## config.mk

```make
export PLATFORM = sky130hd
export DESIGN_NAME = emu_burst_clkctl
export DESIGN_NICKNAME = d
export VERILOG_FILES = /design/src/rtl/emu_clk_pkg.sv /design/src/rtl/emu_clk_stop_sync.sv /design/src/rtl/emu_clk_regs.sv /design/src/rtl/emu_clk_burst.sv /design/src/rtl/emu_burst_clkctl.sv
export SDC_FILE = /design/constraint.sdc
export NUM_CORES = 1
export LEC_CHECK = 0
export ABC_CLOCK_PERIOD_IN_PS = 2900
export BUFFER_PORTS_ARGS = -buffer_cell sky130_fd_sc_hd__buf_2
export CORE_UTILIZATION = 35
export CTS_CLUSTER_DIAMETER = 150
export DETAILED_ROUTE_END_ITERATION = 12
export MAX_ROUTING_LAYER = met4
export RECOVER_POWER = 100
export SKIP_CTS_REPAIR_TIMING = 1
export SYNTH_ARGS = -nofsm -noshare
export SYNTH_HDL_FRONTEND = slang
export SYNTH_SLANG_ARGS = --single-unit
```

## constraint.sdc

```tcl
create_clock -name clk -period 2.9 [get_ports clk]
set_input_delay 0.29 -clock clk [delete_from_list [all_inputs] [get_ports clk]]
set_output_delay 0.29 -clock clk [all_outputs]
set_load 0.05 [all_outputs]
```

## src/rtl/emu_clk_pkg.sv

```systemverilog
package emu_clk_pkg;
  localparam int ADDR_W = 3;
  localparam int DATA_W = 32;

  typedef logic [ADDR_W-1:0] reg_addr_t;

  localparam reg_addr_t ADR_COUNT   = 3'd0;
  localparam reg_addr_t ADR_CTRL    = 3'd1;
  localparam reg_addr_t ADR_STATUS  = 3'd2;
  localparam reg_addr_t ADR_REMAIN  = 3'd3;
  localparam reg_addr_t ADR_APPLIED = 3'd4;

  localparam int CTRL_GO  = 0;
  localparam int CTRL_CLR = 1;

  typedef enum logic {PH_LOW = 1'b0, PH_HIGH = 1'b1} phase_e;

  typedef struct packed {
    logic halted;
    logic err;
    logic done;
    logic busy;
  } stat_t;

  function automatic logic [DATA_W-1:0] pack_status(input stat_t s);
    pack_status = {{(DATA_W-4){1'b0}}, s};
  endfunction

  function automatic logic is_final(input logic [DATA_W-1:0] left);
    is_final = (left == {{(DATA_W-1){1'b0}}, 1'b1});
  endfunction

  function automatic logic [DATA_W-1:0] step_down(input logic [DATA_W-1:0] v);
    step_down = v - {{(DATA_W-1){1'b0}}, 1'b1};
  endfunction

  function automatic logic [DATA_W-1:0] step_up(input logic [DATA_W-1:0] v);
    step_up = v + {{(DATA_W-1){1'b0}}, 1'b1};
  endfunction
endpackage

```

## src/rtl/emu_clk_stop_sync.sv

```systemverilog
module emu_clk_stop_sync #(
  parameter int STAGES = 2
) (
  input  logic clk,
  input  logic rst_n,
  input  logic raw_in,
  output logic sync_out
);
  generate
    if (STAGES == 0) begin : g_pass
      assign sync_out = raw_in;
    end else begin : g_chain
      logic [STAGES-1:0] chain_q;
      always_ff @(posedge clk) begin
        if (!rst_n) chain_q <= '0;
        else        chain_q <= {chain_q[STAGES-2+((STAGES==1)?1:0):0], raw_in};
      end
      assign sync_out = chain_q[STAGES-1];
    end
  endgenerate
endmodule

```

## src/rtl/emu_clk_regs.sv

```systemverilog
module emu_clk_regs
  import emu_clk_pkg::*;
#(
  parameter int CNT_W = 32
) (
  input  logic              clk,
  input  logic              rst_n,
  input  logic              wr_en,
  input  reg_addr_t         wr_addr,
  input  logic [CNT_W-1:0]  wr_data,
  input  reg_addr_t         rd_addr,
  input  logic              start_drop,
  input  logic              busy,
  input  logic              done,
  input  logic              halted,
  input  logic [CNT_W-1:0]  remain,
  input  logic [CNT_W-1:0]  applied,
  output logic              start_req,
  output logic [CNT_W-1:0]  cnt_q,
  output logic              err_q,
  output logic [CNT_W-1:0]  rd_data
);
  logic ctrl_wr, cnt_wr, clr_req;
  stat_t stat;

  assign ctrl_wr   = wr_en && (wr_addr == ADR_CTRL);
  assign cnt_wr    = wr_en && (wr_addr == ADR_COUNT);
  assign start_req = ctrl_wr && wr_data[CTRL_GO];
  assign clr_req   = ctrl_wr && wr_data[CTRL_CLR];

  always_ff @(posedge clk) begin
    if (!rst_n) begin
      cnt_q <= '0;
      err_q <= 1'b0;
    end else begin
      if (cnt_wr) cnt_q <= wr_data;
      err_q <= start_drop | (err_q & ~clr_req);
    end
  end

  assign stat = '{halted: halted, err: err_q, done: done, busy: busy};

  always_comb begin
    case (rd_addr)
      ADR_COUNT:   rd_data = cnt_q;
      ADR_STATUS:  rd_data = pack_status(stat);
      ADR_REMAIN:  rd_data = remain;
      ADR_APPLIED: rd_data = applied;
      default:     rd_data = '0;
    endcase
  end
endmodule

```

## src/rtl/emu_clk_burst.sv

```systemverilog
module emu_clk_burst
  import emu_clk_pkg::*;
#(
  parameter int CNT_W = 32
) (
  input  logic             clk,
  input  logic             rst_n,
  input  logic             start_req,
  input  logic [CNT_W-1:0] load_cnt,
  input  logic             stop_s,
  output logic             fast_clk,
  output logic             fast_ce,
  output logic             busy,
  output logic             done,
  output logic             halted,
  output logic [CNT_W-1:0] remain,
  output logic [CNT_W-1:0] applied,
  output logic             start_take,
  output logic             start_drop,
  output logic             halt_now,
  output logic             last_fall
);
  phase_e phase_q;
  logic   fclk_q, busy_q, done_q, halted_q, pend_q;
  logic [CNT_W-1:0] remain_q, applied_q;
  logic   load_zero;

  assign load_zero  = (load_cnt == '0);
  assign start_take = start_req && !busy_q;
  assign start_drop = start_req && busy_q;
  assign halt_now   = busy_q && (phase_q == PH_LOW) && (stop_s || pend_q);
  assign fast_ce    = busy_q && (phase_q == PH_LOW) && !halt_now;
  assign last_fall  = busy_q && (phase_q == PH_HIGH) && is_final(remain_q);

  always_ff @(posedge clk) begin
    if (!rst_n) begin
      phase_q   <= PH_LOW;
      fclk_q    <= 1'b0;
      busy_q    <= 1'b0;
      done_q    <= 1'b0;
      halted_q  <= 1'b0;
      pend_q    <= 1'b0;
      remain_q  <= '0;
      applied_q <= '0;
    end else if (busy_q) begin
      if (phase_q == PH_LOW) begin
        if (halt_now) begin
          busy_q   <= 1'b0;
          done_q   <= 1'b1;
          halted_q <= 1'b1;
          pend_q   <= 1'b0;
        end else begin
          fclk_q  <= 1'b1;
          phase_q <= PH_HIGH;
        end
      end else begin
        fclk_q    <= 1'b0;
        phase_q   <= PH_LOW;
        remain_q  <= step_down(remain_q);
        applied_q <= step_up(applied_q);
        if (last_fall) begin
          busy_q <= 1'b0;
          done_q <= 1'b1;
          pend_q <= 1'b0;
        end else if (stop_s) begin
          pend_q <= 1'b1;
        end
      end
    end else if (start_take) begin
      remain_q  <= load_cnt;
      applied_q <= '0;
      halted_q  <= 1'b0;
      pend_q    <= 1'b0;
      phase_q   <= PH_LOW;
      if (load_zero) begin
        done_q <= 1'b1;
      end else begin
        busy_q <= 1'b1;
        done_q <= 1'b0;
      end
    end
  end

  assign fast_clk = fclk_q;
  assign busy     = busy_q;
  assign done     = done_q;
  assign halted   = halted_q;
  assign remain   = remain_q;
  assign applied  = applied_q;
endmodule

```

## src/rtl/emu_burst_clkctl.sv

```systemverilog
module emu_burst_clkctl
  import emu_clk_pkg::*;
#(
  parameter int STOP_SYNC = 2
) (
  input  logic              clk,
  input  logic              rst_n,
  input  logic              wr_en,
  input  logic [ADDR_W-1:0] wr_addr,
  input  logic [DATA_W-1:0] wr_data,
  input  logic [ADDR_W-1:0] rd_addr,
  output logic [DATA_W-1:0] rd_data,
  input  logic              stop_req,
  output logic              fast_clk,
  output logic              fast_ce
);
  localparam int CNT_W = DATA_W;

  logic             stop_s, start_req, start_take, start_drop;
  logic             halt_now, last_fall, busy, done, halted, err_q;
  logic [CNT_W-1:0] cnt_q, remain, applied;

  emu_clk_stop_sync #(.STAGES(STOP_SYNC)) u_sync (
    .clk(clk), .rst_n(rst_n), .raw_in(stop_req), .sync_out(stop_s)
  );

  emu_clk_regs #(.CNT_W(CNT_W)) u_regs (
    .clk(clk), .rst_n(rst_n), .wr_en(wr_en), .wr_addr(wr_addr),
    .wr_data(wr_data), .rd_addr(rd_addr), .start_drop(start_drop),
    .busy(busy), .done(done), .halted(halted), .remain(remain),
    .applied(applied), .start_req(start_req), .cnt_q(cnt_q),
    .err_q(err_q), .rd_data(rd_data)
  );

  emu_clk_burst #(.CNT_W(CNT_W)) u_burst (
    .clk(clk), .rst_n(rst_n), .start_req(start_req), .load_cnt(cnt_q),
    .stop_s(stop_s), .fast_clk(fast_clk), .fast_ce(fast_ce), .busy(busy),
    .done(done), .halted(halted), .remain(remain), .applied(applied),
    .start_take(start_take), .start_drop(start_drop),
    .halt_now(halt_now), .last_fall(last_fall)
  );
endmodule

```

Word level (Yosys, flattened, before mapping)
Cells that the tools add are included.
Cells by class
  add/subtract/negate cells: 2
  eq/ne operators: 12
  multiplexer cells: 31
  reductions and logical operators: 23
  bitwise operators: 4
Operators by type and width (number)
  $mux W32: 6
  $pmux W32 S4: 1
  $add A32 B1 Y32 const B: 1
  $eq A32 B1 Y1 const B: 1
  $logic_not A32 Y1: 1
  $sub A32 B1 Y32 const B: 1
  $mux W1: 24
  $logic_and A1 B1 Y1: 11
  $reduce_and A3 Y1: 3
  $eq A3 B2 Y1 const B: 2
  $logic_not A3 Y1: 2
  $ne A2 B1 Y1 const B: 2
  $ne A2 B2 Y1 const B: 2
  $ne A4 B4 Y1 const B: 1
  $reduce_and A2 Y1: 2
  $eq A3 B1 Y1 const B: 1
  $eq A3 B3 Y1 const B: 1
  $ne A3 B1 Y1 const B: 1
  $ne A3 B3 Y1 const B: 1
  $logic_not A1 Y1: 2
  $not A1 Y1: 2
  $reduce_bool A2 Y1: 1
  $and A1 B1 Y1: 1
  $logic_or A1 B1 Y1: 1
  $or A1 B1 Y1: 1
Storage, ports and cells
  word-level logic and storage cells: 83
  output and inout port bits: 34
  input bits: 42
  flip-flop bits (word level): 105

Depth between registers and ports, before layout
Gate-level depths: netlist (run 1).
  word-level depth: 6
  depth in mapped cells: 8
  depth with buffers taken out: 7

By module
From an unflattened synthesis (run 1), not the netlist that was laid out.
Second synthesis, totals
  cell total of the unflattened synthesis: 764
  area total of the unflattened synthesis: 6236.0 um^2
Modules (own cells, without submodules)
  emu_clk_burst: instances 1, cells each 490, sequential area each 1401.3 um^2, area each 3807.4 um^2
  emu_clk_regs: instances 1, cells each 270, sequential area each 660.6 um^2, area each 2376.0 um^2
  emu_clk_stop_sync: instances 1, cells each 4, sequential area each 40.0 um^2, area each 52.6 um^2

Least setup slack after synthesis (run 1)
Ideal clock, no wire load.
  path kind: input to output
  start point: input port rd_addr[1]
  end point: output port rd_data[10]
  buffers on the path: 3
  required time: 2.610 ns
  arrival: 2.216 ns
  setup slack: 0.394 ns
  cell stages on the path: 5
  cell sequence: clkbuf_1 -> or2_2 -> clkbuf_1 -> clkbuf_1 -> o21ai_0
On the way
  word-level cells in the longest chain between the ends: 2
  elaborated cells between the ends (all ways): 5
  classes of those cells: eq/ne: 3; mux: 1; reduce/logical: 1
RTL lines
  start: declaration: RTL line emu_burst_clkctl.sv:11  | input logic [ADDR_W-1:0] rd_addr,
  $eq A3 B3 Y1 (tied with other cells): RTL line emu_clk_regs.sv:44  | case (rd_addr)
  $pmux W32 S4 *: RTL line emu_clk_regs.sv:44
  end: declaration: RTL line emu_burst_clkctl.sv:12  | output logic [DATA_W-1:0] rd_data,
Every way passes the cells marked *; elsewhere a longest branch is shown, timed or not.

Final worst setup path (run 1)
  start point: register u_burst.phase_q
  end point: register u_burst.remain_q[7] (netlist: u_burst.remain[7])
On the way
  word-level cells in the longest chain between the ends: 2
RTL lines
  start: declaration: RTL line emu_clk_burst.sv:23  | phase_e phase_q;
  start signal: assignment: RTL line emu_clk_burst.sv:37  | phase_q <= PH_LOW;
  start signal: assignment: RTL line emu_clk_burst.sv:54  | phase_q <= PH_HIGH;
  start signal: assignment: RTL line emu_clk_burst.sv:58  | phase_q <= PH_LOW;
  $ne A2 B1 Y1 (no line)
  $reduce_and A2 Y1 (no line)
  end signal: assignment: RTL line emu_clk_burst.sv:59  | remain_q <= step_down(remain_q);
  end signal: assignment: RTL line emu_clk_burst.sv:70  | remain_q <= load_cnt;
  end: declaration: RTL line emu_clk_burst.sv:25  | logic [CNT_W-1:0] remain_q, applied_q;
No other way between the ends.
A chain may end at the register's enable or synchronous reset.

==> results of run 1 <==
-- power groups by stage --
stage                     sequential [W]  combinational (W)  clock [W]
after floorplan                  0.00150           0.000182          0
after global placement           0.00151           0.000265          0
after detailed placement         0.00151           0.000266          0
after CTS                        0.00148           0.000266    0.00140
after global routing             0.00148           0.000283    0.00145
final                            0.00148           0.000259    0.00137
-- cell usage after synthesis (4+ instances only) --
master     instances  share of area
or4_1              7         0.0087
a311oi_1           4         0.0058
o41ai_1            7          0.010
nor4_1            17          0.018
nor4_4             5          0.018
and3_1            15          0.016
o2111ai_1          6         0.0087
a211oi_1           6         0.0075
mux2i_1           46          0.076
a31oi_1           12          0.012
and4_1             5         0.0073
inv_1              6         0.0037
nand3_1           31          0.026
clkbuf_1          52          0.032
a21oi_1           67          0.056
buf_1              4         0.0025
and2_1             5         0.0052
o211ai_1           4         0.0050
nor2_1            47          0.029
o31ai_1           10          0.012
or3_1              6         0.0062
nand4_1           21          0.022
a21boi_0           4         0.0050
nor3_1            14          0.012
o22ai_1            6         0.0062
nand2_1          139          0.087
or2_2              5         0.0052
o21ai_0           53          0.044
dfxtp_1          105           0.35
-- worst min path at each step --
stage / start / to / slack, ns / cells past startpoint
final: stop_req / u_sync.g_chain.chain_q[0] / 0.13 / 2
after global routing: stop_req / u_sync.g_chain.chain_q[0] / 0.14 / 2
after CTS: stop_req / u_sync.g_chain.chain_q[0] / 0.12 / 2
after detailed placement: u_sync.g_chain.chain_q[0] / u_sync.g_chain.chain_q[1] / 0.42 / 1
after global placement: u_sync.g_chain.chain_q[0] / u_sync.g_chain.chain_q[1] / 0.42 / 1
after floorplan: u_sync.g_chain.chain_q[0] / u_sync.g_chain.chain_q[1] / 0.41 / 1
-- cell type report --
type,instances,area (um^2)
Fill cell,1765,9880
Multi-Input combinational cell,605,3610
Sequential cell,105,2100
Timing Repair Buffer,96,473
Tap cell,220,275
Clock buffer,10,239
Clock inverter,6,90.1
Inverter,7,26.3
-- flip-flops by register name, indices dropped and copies added, names as in the netlist, 2 cells and up --
name,cells
u_regs.cnt_q,32
u_burst.remain,32
u_burst.applied,32
u_sync.g_chain.chain_q,2
-- critical path, stage by stage, from the launching register on --
cell and delay [ns]:
dfxtp_1 0.46, and2_0 0.29, a21oi_1 0.58, clkbuf_1 0.62
o21ai_0 0.19, nand2_1 0.10, a31oi_1 0.11
-- routing by layer --
| metal | global-route usage | vias to the layer above | routed length, um |
|---|---|---|---|
| met4 | 0.0682 | 0 | 346 |
| li1 | - | 2966 | - |
| met1 | 0.318 | 2884 | 9400 |
| met5 | - | - | 0 |
| met2 | 0.356 | 179 | 8810 |
| met3 | 0.0396 | 27 | 955 |
-- kinds of logic (layout without fill, tap and decap cells) --
| group | after synthesis | in the layout | share of synthesized area |
|---|---|---|---|
| compound gates | 205 | 205 | 0.212 |
| flops | 105 | 105 | 0.349 |
| simple gates | 342 | 342 | 0.295 |
| fa+ha+maj | 3 | 3 | 0.00623 |
| buf+inv | 68 | 119 | 0.0471 |
| xor+xnor | 6 | 6 | 0.00872 |
| mux | 49 | 49 | 0.0820 |
-- metrics by stage --
step / setup WS (ns) / std cells / area (um^2)
floorplan: 0.394 / 778 / 6030
global placement: 0.572 / 1033 / 6590
detailed placement: 0.536 / 1033 / 6590
CTS: 0.538 / 1049 / 6920
global route: 0.205 / 1049 / 6820
finish: 0.377 / 1049 / 6820
==> key figures, run 1 <==
Floorplanning
  • FP Rows: 47
  • Die Height: 133 um
  • Core ar.: between 15,000 and 20,000 um^2
  • Initial Utilization: 0.361
  • Die width: 133 um
  • I/O pin total: 76
  • Die area: 17,700 um^2

Power and ir drop
  • Sequential power share: 0.476
  • P_sw: between 0.0007 and 0.0008 W
  • Switching Fraction: 0.250
  • PwrDens: around 460 nW/um^2
  • Internal: 0.00233 W
  • Power share of the combinational group: 0.083
  • Static Leak: 2.51 nW
  • Max IR drop VDD: 265 uV
  • Clock power share: 0.441
  • Total power: 0.00311 W

Timing
  • Slew HR: 0.148
  • Slew Limit Fails: 0
  • Setup Viol. Count Final: 0
  • Fmax: around 0.40 GHz
  • Period utilization: 0.870
  • RSZ-0062 raised after global routing: false
  • Clock skew: 0.00904 ns
  • Tmin final: 2.52 ns
  • WHS: 0.133 ns
  • Final Hold Viols: 0
  • Worst Tran Pin Value: 1.28 ns
  • Setup TNS: 0 ns

Drt
  • Routed vias/inst: 5.77
  • WL per Instance: 18.6 um
  • Drt drc: 0
  • Antenna violation net count after detailed routing: 0
  • WL final: 19.5 mm
  • Drt initial violations: 619
  • Total number of vias: 6,056
  • DR pass1 iterations: 5

CTS
  • Clk root buf: clkbuf_16
  • TritonCTS clock tree: yes
  • Clk_lat worst skew: approximately 0.36 ns
  • Clock net sink count: ~110
  • CTS HTree Levels: 3
  • Cts bufs inserted: 9
  • Clock buffer depth: 2
  • Clk slew on worst S/H paths: 0.07 ns

Global route
  • Largest net degree at the start of global routing: 37
  • Vias in the first global route: approximately 5,600
  • Initial antenna violation count: 0
  • Gr ovfl total: 0
  • Global-route wire length before repair: 31.6 mm
  • GR Util All Layers: 0.234

Yosys
  • Synthesis warning total: 0
  • Synthesized cell area: 6030 um^2
  • Post-synth ARST share: 0
  • EDFF count, synth: 0
  • Yosys reg bits: 105
  • Top_reg_cell synth: dfxtp_1
  • Syn_nets: 823
  • Seq/Total Area, Yosys: 0.349
  • Synthesized area per cell: 7.75 um^2
  • Synth unique cells: 73
  • Cells after Synth: 778

Layout
  • Layout Nets: about 870
  • Area Growth Syn to Fin: 13.2%
  • Final core occ: 0.408
  • Most used cells in the layout excluding fill and tap cells: nand2_1, dfxtp_1, a21oi_1, o21ai_0
  • Fraction of layout instances using a drive strength above 1: 0.119
  • # diodes: 0
  • Commonest non-fill, non-tap cell in the layout: nand2_1

Worst setup path
  • Critical path destination: u_burst.remain[7]
  • Worst Reg2Reg Path Length in Cells: 6
  • Worst setup startpoint: u_burst.phase_q
  • Startpoint types: flip-flop
  • Worst Setup End Kind: flip-flop
  • Worst setup path category: flip-flop to flip-flop
  • Reg2Reg Setup Slack: between 0.3 and 0.4 ns
  • Crit path DAT: 2.70 ns
  • Worst endpoint required time: 3.08 ns
  • Worst-path fanout max: 15
  • RR Startpoint: u_burst.phase_q
  • Worst r2r dst: u_burst.remain[7]

Min path
  • Hold WC Path Type: input port to flip-flop

Placed design
  • GPL Wtd Cong: 0.866
  • Port bufs: 75
  • Hpwl dp: 13.7 mm

Run
  • Max cap viols: 0

Status
  • Status: complete, no violations
Power figures use the tool's default switching activity.
==> inputs of run 2 (changes only) <==
--- a/config.mk
+++ b/config.mk
@@ -5,6 +5,7 @@
 export SDC_FILE = /design/constraint.sdc
 export NUM_CORES = 1
 export LEC_CHECK = 0
+export ABC_AREA = 1
 export ABC_CLOCK_PERIOD_IN_PS = 2900
 export BUFFER_PORTS_ARGS = -buffer_cell sky130_fd_sc_hd__buf_2
 export CORE_UTILIZATION = 35
==> run 2 against run 1 <==
Synthesized cell count rose by 28%. Clock-buffer cell count unchanged. Worst hold slack lost 0.021 ns. Critical endpoint is now fast_ce. Highest routed layer unchanged.
==> key figures, run 2 <==
Status
  • Status: complete, no violations

CTS
  • Clk root buf: clkbuf_16
  • CTS HTree Levels: 3 (unchanged)
  • Clk_lat worst skew: 0.36 ns (about the same)
  • Cts bufs inserted: 9 (unchanged)
  • Clock buffer depth: 2 (unchanged)
  • TritonCTS clock tree: yes
  • Clk slew on worst S/H paths: 0.07 ns (about the same)
  • Clock net sink count: 105 (unchanged)

Timing
  • Final worst slack: 0.409 ns (+0.0320 ns)
  • Setup TNS: 0 ns (unchanged)
  • Worst Tran Pin Value: 1.19 ns (-0.0858 ns)
  • Fmax: 0.401 GHz (+1.3%)
  • Clock skew: 0.00865 ns (-0.000397 ns)
  • Period utilization: 0.859 (-0.0110)
  • Setup Viol. Count Final: 0 (unchanged)
  • Slew HR: 0.207 (+0.0581)
  • RSZ-0062 raised after global routing: false
  • Tmin final: 2.49 ns (-0.0320 ns)
  • Final Hold Viols: 0 (unchanged)
  • Slew Limit Fails: 0 (unchanged)

Worst setup path
  • Worst Setup End Kind: output pin
  • Worst Reg2Reg Path Length in Cells: 6 (unchanged)
  • Startpoint types: flip-flop
  • Worst setup path category: flip-flop to output pin
  • RR Startpoint: u_burst.busy
  • Crit path DAT: 2.20 ns (-0.50 ns)
  • Reg2Reg Setup Slack: 0.62 ns (+0.24 ns)
  • Worst r2r dst: u_burst.remain[25]
  • Worst-path fanout max: 14 (-1)
  • Worst endpoint required time: 2.61 ns (-0.47 ns)

Layout
  • Fillers: 1,908 (+8.1%)
  • Post-layout instance count excluding filler cells: 1,283 (+22%)
  • Commonest non-fill, non-tap cell in the layout: nand2_1
  • Most used cells in the layout excluding fill and tap cells: nand2_1, inv_1, nor2_1, dfxtp_1, a21oi_1
  • Register Area: 2100 um^2 (unchanged)
  • Layout Nets: 1,096 (+26%)
  • Fraction of layout instances using a drive strength above 1: 0.0956 (-0.0238)
  • Area Growth Syn to Fin: 13.2% (about the same)
  • Multi-input logic area: 3510 um^2 (-2.9%)
  • Final core occ: 0.409 (+0.000491)

Yosys
  • Cells after Synth: 998 (+28%)
  • XOR/XNOR Fraction of Synth Area: 0.00416 (-0.00456)
  • Most frequent cell after synthesis: nand2_1
  • Synth unique cells: 34 (-53%)
  • Synthesized area per cell: 6.32 um^2 (-18%)
  • Yosys reg bits: 105 (unchanged)
  • EDFF count, synth: 0 (unchanged)
  • Post-Synth Simple-Gate Area: 0.335 (+0.0399)
  • Top-area cell type share of the netlist area: 0.333 (-0.0158)
  • Top_reg_cell synth: dfxtp_1
  • Synth Area in Compound Gates: 0.216 (+0.00384)
  • Post-synth top area cell: dfxtp_1
  • Synthesized cell area: 6310 um^2 (+4.8%)
  • Post-synth ARST share: 0 (unchanged)
  • Post-synthesis mux area share: 0 (-0.0820)
  • Synthesis warning total: 0 (unchanged)
  • Syn_nets: 1,043 (+27%)
  • Top cells by count, synth: nand2_1, inv_1, nor2_1
  • Synth Area in Adders: 0.00595 (-0.000283)
  • Main combinational cell family by area after synthesis: simple AND/OR/NAND/NOR gates
  • Seq/Total Area, Yosys: 0.333 (-0.0158)
  • Ranking of synthesized cells by area: dfxtp_1, nand2_1, a21oi_1

Drt
  • Antenna violation net count after detailed routing: 0 (unchanged)
  • WL final: 21.4 mm (+9.6%)
  • WL per Instance: 16.7 um (-10%)
  • Routed vias/inst: 5.31 (-8.0%)
  • Total number of vias: 6,815 (+13%)
  • Drt drc: 0 (unchanged)
  • Drt initial violations: 465 (-25%)
  • DR pass1 iterations: 5 (unchanged)

Min path
  • Hold worst-path end: u_sync.g_chain.chain_q[0]
  • Hold path start: stop_req
  • Hold WC Path Type: input port to flip-flop
  • Hold Path Stages: 3 (+1)

Global route
  • Grt met2 use: 0.389 (+0.0329)
  • GR Util All Layers: 0.246 (+0.0115)
  • Initial antenna violation count: 2 (+2)
  • Global-route wire length before repair: 33.8 mm (+7.0%)
  • Gr busiest metal: met2
  • Gr ovfl total: 0 (unchanged)
  • Largest net degree at the start of global routing: 65 (+76%)
  • Met3 Use GR: 0.0466 (+0.00703)
  • Vias in the first global route: 6,200 (+12%)
  • Met1 usage: 0.318 (about the same)

Power and ir drop
  • Switching Fraction: 0.250 (+0.000739)
  • Max IR drop VDD: 328 uV (+23%)
  • P_sw: 0.000835 W (+7.6%)
  • Static Leak: 2.82 nW (+12%)
  • Internal: 0.00250 W (+7.2%)
  • Clock power share: 0.457 (+0.016)
  • PwrDens: 467 nW/um^2 (+2.4%)
  • Sequential power share: 0.443 (-0.033)
  • Power share of the combinational group: 0.100 (+0.017)

Placed design
  • GPL Wtd Cong: 0.922 (+6.4%)
  • Port bufs: 75 (unchanged)
  • Pre-CTS setup slack: 0.729 ns (+0.193 ns)
  • Hpwl dp: 16.1 mm (+17%)
  • Placed insts: 1,265 (+22%)

Floorplanning
  • FP Rows: 48 (+2.1%)
  • I/O pin total: 76 (unchanged)
  • Core ar.: 17,500 um^2 (+4.6%)
  • Die width: 136 um (+2.3%)
  • Die area: 18,600 um^2 (+4.7%)
  • Die Height: 136 um (+2.3%)
  • Initial Utilization: 0.361 (+0.000380)

Run
  • Max cap viols: 0 (unchanged)
==> run 2: changes by cell type after synthesis, moves of 15 or more <==
cell	change
a21oi_1	+31
mux2i_1	-46
o21ai_1	+20
o221ai_1	+29
nor4_1	-16
o21ai_0	+24
nor2_1	+62
clkbuf_1	-23
and3_1	-15
nand3_1	+19
inv_1	+108
nand2_1	+101
==> run 2: per-stage QoR <==
| stage | total power [W] | hold slack, ns | instance area [um^2] |
|---|---|---|---|
| after detailed placement | 0.00185 | 0.406 | 6880 |
| after CTS | 0.00336 | 0.101 | 7250 |
| after global placement | 0.00185 | 0.392 | 6880 |
| after global routing | 0.00345 | 0.104 | 7140 |
| after floorplan | 0.00173 | 0.388 | 6310 |
| final | 0.00333 | 0.111 | 7140 |
==> run 2: cell type report <==
type / count / area share
multi-input combinational: 721 / 0.491
sequential: 105 / 0.294
inverter: 127 / 0.0667
timing repair buffer: 87 / 0.0567
tap: 225 / 0.0394
clock buffer: 10 / 0.0320
clock inverter: 6 / 0.0193
antenna: 2 / 0.000701
==> run 2: power groups by stage <==
stage / combinational (W) / sequential [W] / clock [W]
final: 0.000335 / 0.00148 / 0.00152
after global routing: 0.000371 / 0.00148 / 0.00160
after CTS: 0.000340 / 0.00148 / 0.00155
after detailed placement: 0.000339 / 0.00151 / 0
after global placement: 0.000337 / 0.00151 / 0
after floorplan: 0.000224 / 0.00151 / 0
==> run 2: logic make-up after synthesis <==
logic type      Yosys count
fa+ha+maj                 3
xor+xnor                  3
buf+inv                 172
compound gates          242
flops                   105
simple gates            473
==> run 2: how the worst max path moves through the flow <==
stage                  from                 to  slack (ns)  depth (start not counted)
4_1_cts        u_burst.busy            fast_ce        0.59                          7
3_3_place_gp     wr_addr[1]  u_burst.remain[1]        0.77                          9
5_1_grt        u_burst.busy            fast_ce        0.25                          7
6_report       u_burst.busy            fast_ce        0.41                          7
2_1_floorplan    rd_addr[1]        rd_data[13]        0.80                          4
3_5_place_dp     wr_addr[1]  u_burst.remain[0]        0.73                          9
==> run 2: routing by layer <==
layer	share of wire	routed length [um]
met1	0.45	9610
met2	0.47	10000
met3	0.060	1290
met4	0.021	444
met5	0	0
==> run 2: critical path, stage by stage (launching register included) <==
cell      delay (ns)
dfxtp_1         0.39
inv_1           0.31
buf_4           0.28
nor2_1          0.06
nand2_1         0.09
nand2_1         0.09
nor2_1          0.14
clkbuf_1        0.48
==> inputs of run 3 (changes only) <==
==> constraint.sdc (replaced) <==
create_clock -name clk -period 2.9 [get_ports clk]
set_input_delay 0.58 -clock clk [delete_from_list [all_inputs] [get_ports clk]]
set_output_delay 0.58 -clock clk [all_outputs]
set_load 0.05 [all_outputs]
==> run 3 against run 2 <==
Via count down 0.50%. Die area unchanged. Maximum frequency down 8.3%. Sequential power about the same. Routed wire length down 0.70%. Critical path type is now input port to output pin. Critical endpoint is now rd_data[30].
==> key figures, run 3 (same netlist as run 2, synthesis figures left out) <==
Layout
  • Layout Nets: 1,099 (+0.27%)
  • Commonest non-fill, non-tap cell in the layout: nand2_1
  • Fraction of layout instances using a drive strength above 1: 0.136 (+0.0403)
  • Design Area, Final: 7140 um^2 (about the same)
  • Most used cells in the layout excluding fill and tap cells: nand2_1, inv_1, nor2_1, dfxtp_1, a21oi_1
  • Area Growth Syn to Fin: 13.1% (about the same)

Worst setup path
  • Crit path DAT: 2.14 ns (-0.06 ns)
  • Worst endpoint required time: 2.32 ns (-0.29 ns)
  • Worst setup path category: input port to output pin
  • Worst Setup End Kind: output pin
  • Max incr delay on CP: 0.36 ns (-0.12 ns)
  • Cell mode on critical path: buf_2
  • CP bufs+invs: 4 (+1)
  • Worst r2r dst: u_burst.remain[10]
  • CP top delay family: buffers and inverters
  • Reg2Reg Setup Slack: 0.27 ns (-0.35 ns)
  • RR Startpoint: u_burst.busy
  • Worst-path fanout max: 12 (-2)
  • Worst Reg2Reg Path Length in Cells: 8 (+2)
  • CP max stage cell: nand3_1
  • Startpoint types: input port
  • Ordered cell list for the critical path: buf_2 -> clkinv_1 -> nand3_1 -> clkbuf_2 -> o221ai_1 -> buf_2

Timing
  • Period utilization: 0.937 (+0.0777)
  • Tmin final: 2.72 ns (+0.225 ns)
  • Fmax: 0.368 GHz (-8.3%)
  • RSZ-0062 raised after global routing: false
  • Slew HR: 0.157 (-0.0494)
  • Setup TNS: 0 ns (unchanged)
  • Worst Tran Pin Value: 1.26 ns (+0.0741 ns)
  • Clock skew: 0.00821 ns (-0.000434 ns)
  • Final worst slack: 0.184 ns (-0.225 ns)
  • Final Hold Viols: 0 (unchanged)
  • Slew Limit Fails: 0 (unchanged)
  • Setup Viol. Count Final: 0 (unchanged)

Drt
  • DR pass1 iterations: 7 (+2)
  • Drt drc: 0 (unchanged)
  • WL final: 21.2 mm (-0.70%)
  • Drt initial violations: 535 (+15%)
  • Total number of vias: 6,781 (-0.50%)
  • Antenna violation net count after detailed routing: 0 (unchanged)
  • Routed vias/inst: 5.27 (-0.73%)
  • WL per Instance: 16.5 um (-0.93%)

Min path
  • Hold WC Path Type: input port to flip-flop
  • Hold Path Stages: 3 (unchanged)
  • Hold path start: stop_req
  • Hold worst-path end: u_sync.g_chain.chain_q[0]

Global route
  • Global-route wire length before repair: 33.2 mm (-1.8%)
  • Initial antenna violation count: 2 (unchanged)
  • GR Util All Layers: 0.242 (-0.00338)
  • Gr ovfl total: 0 (unchanged)
  • Vias in the first global route: 6,011 (-3.0%)
  • Largest net degree at the start of global routing: 65 (unchanged)

Floorplanning
  • Die width: 136 um (unchanged)
  • FP Rows: 48 (unchanged)
  • Die Height: 136 um (unchanged)
  • Initial Utilization: 0.361 (unchanged)
  • I/O pin total: 76 (unchanged)
  • Core ar.: 17,500 um^2 (unchanged)
  • Die area: 18,600 um^2 (unchanged)

Placed design
  • Port bufs: 75 (unchanged)
  • Placement Cell Area: 6890 um^2 (+0.15%)
  • GPL Wtd Cong: 0.903 (-2.0%)
  • Pre-CTS setup slack: 0.222 ns (-0.507 ns)
  • Hpwl dp: 16.0 mm (-0.69%)

CTS
  • Clock net sink count: 105 (unchanged)
  • Clk root buf: clkbuf_16
  • TritonCTS clock tree: yes
  • Clk slew on worst S/H paths: 0.07 ns (about the same)
  • Cts bufs inserted: 9 (unchanged)
  • Clock buffer depth: 2 (unchanged)
  • CTS HTree Levels: 3 (unchanged)
  • Clk_lat worst skew: 0.37 ns (about the same)

Status
  • Status: complete, no violations

Power and ir drop
  • Total power: 0.00300 W (-10%)
  • PwrDens: 420 nW/um^2 (-10%)
  • Max IR drop VDD: 309 uV (-5.6%)
  • Static Leak: 2.90 nW (+2.9%)

Run
  • Max cap viols: 0 (unchanged)
[run 3: cell types whose count changed in the layout (fill, tap and decap cells not counted), moves of 3 or more]
cell and delta:
nor2_2 +3, clkbuf_2 +28, o21ai_0 -13, clkbuf_1 -31, clkinv_2 +3, buf_2 +5, nor2_1 -5, o21ai_1 +12
bufinv_16 -4
[run 3: power breakdown]
| part | switching (W) | internal [W] | total [W] |
|---|---|---|---|
| clock network | 0.000575 | 0.000604 | 0.00118 |
| logic | 0.000245 | 0.0000996 | 0.000344 |
| registers | 0.0000120 | 0.00146 | 0.00148 |
| total | 0.000832 | 0.00217 | 0.00300 |
[run 3: layer usage]
layer	track usage	up-vias	wire length, um
met1	0.314	3146	9560
li1	-	3422	-
met5	-	-	0
met3	0.0283	29	1030
met2	0.393	184	10300
met4	0.0728	0	391
[run 3: worst max path at each step]
stage / cells after the start / start / end / slack [ns]
floorplan: 4 / rd_addr[1] / rd_data[13] / 0.22
global placement: 8 / rd_addr[2] / rd_data[1] / 0.24
detailed placement: 8 / rd_addr[2] / rd_data[1] / 0.22
CTS: 8 / rd_addr[2] / rd_data[1] / 0.23
global route: 8 / rd_addr[2] / rd_data[3] / 0.06
finish: 6 / rd_addr[2] / rd_data[30] / 0.18
[run 3: metrics by stage]
stage	hold slack [ns]	cells	utilization
3_5_place_dp	0.411	1268	0.394
4_1_cts	0.395	1284	0.410
5_1_grt	0.397	1286	0.409
2_1_floorplan	0.390	998	-
6_report	0.395	1286	0.409
3_3_place_gp	0.401	1268	0.394
[run 3: layout make-up]
| class | count | area, um^2 |
|---|---|---|
| fill | 1879 | 10300 |
| multi-input combinational | 721 | 3540 |
| sequential | 105 | 2100 |
| inverter | 127 | 477 |
| timing repair buffer | 90 | 462 |
| tap | 225 | 282 |
| clock buffer | 11 | 243 |
| clock inverter | 5 | 31.3 |
| antenna | 2 | 5.00 |
[run 3: worst min-delay path, cell delays in order]
cell and delay [ns]:
buf_2 0.07, nand2_1 0.04, inv_1 0.04
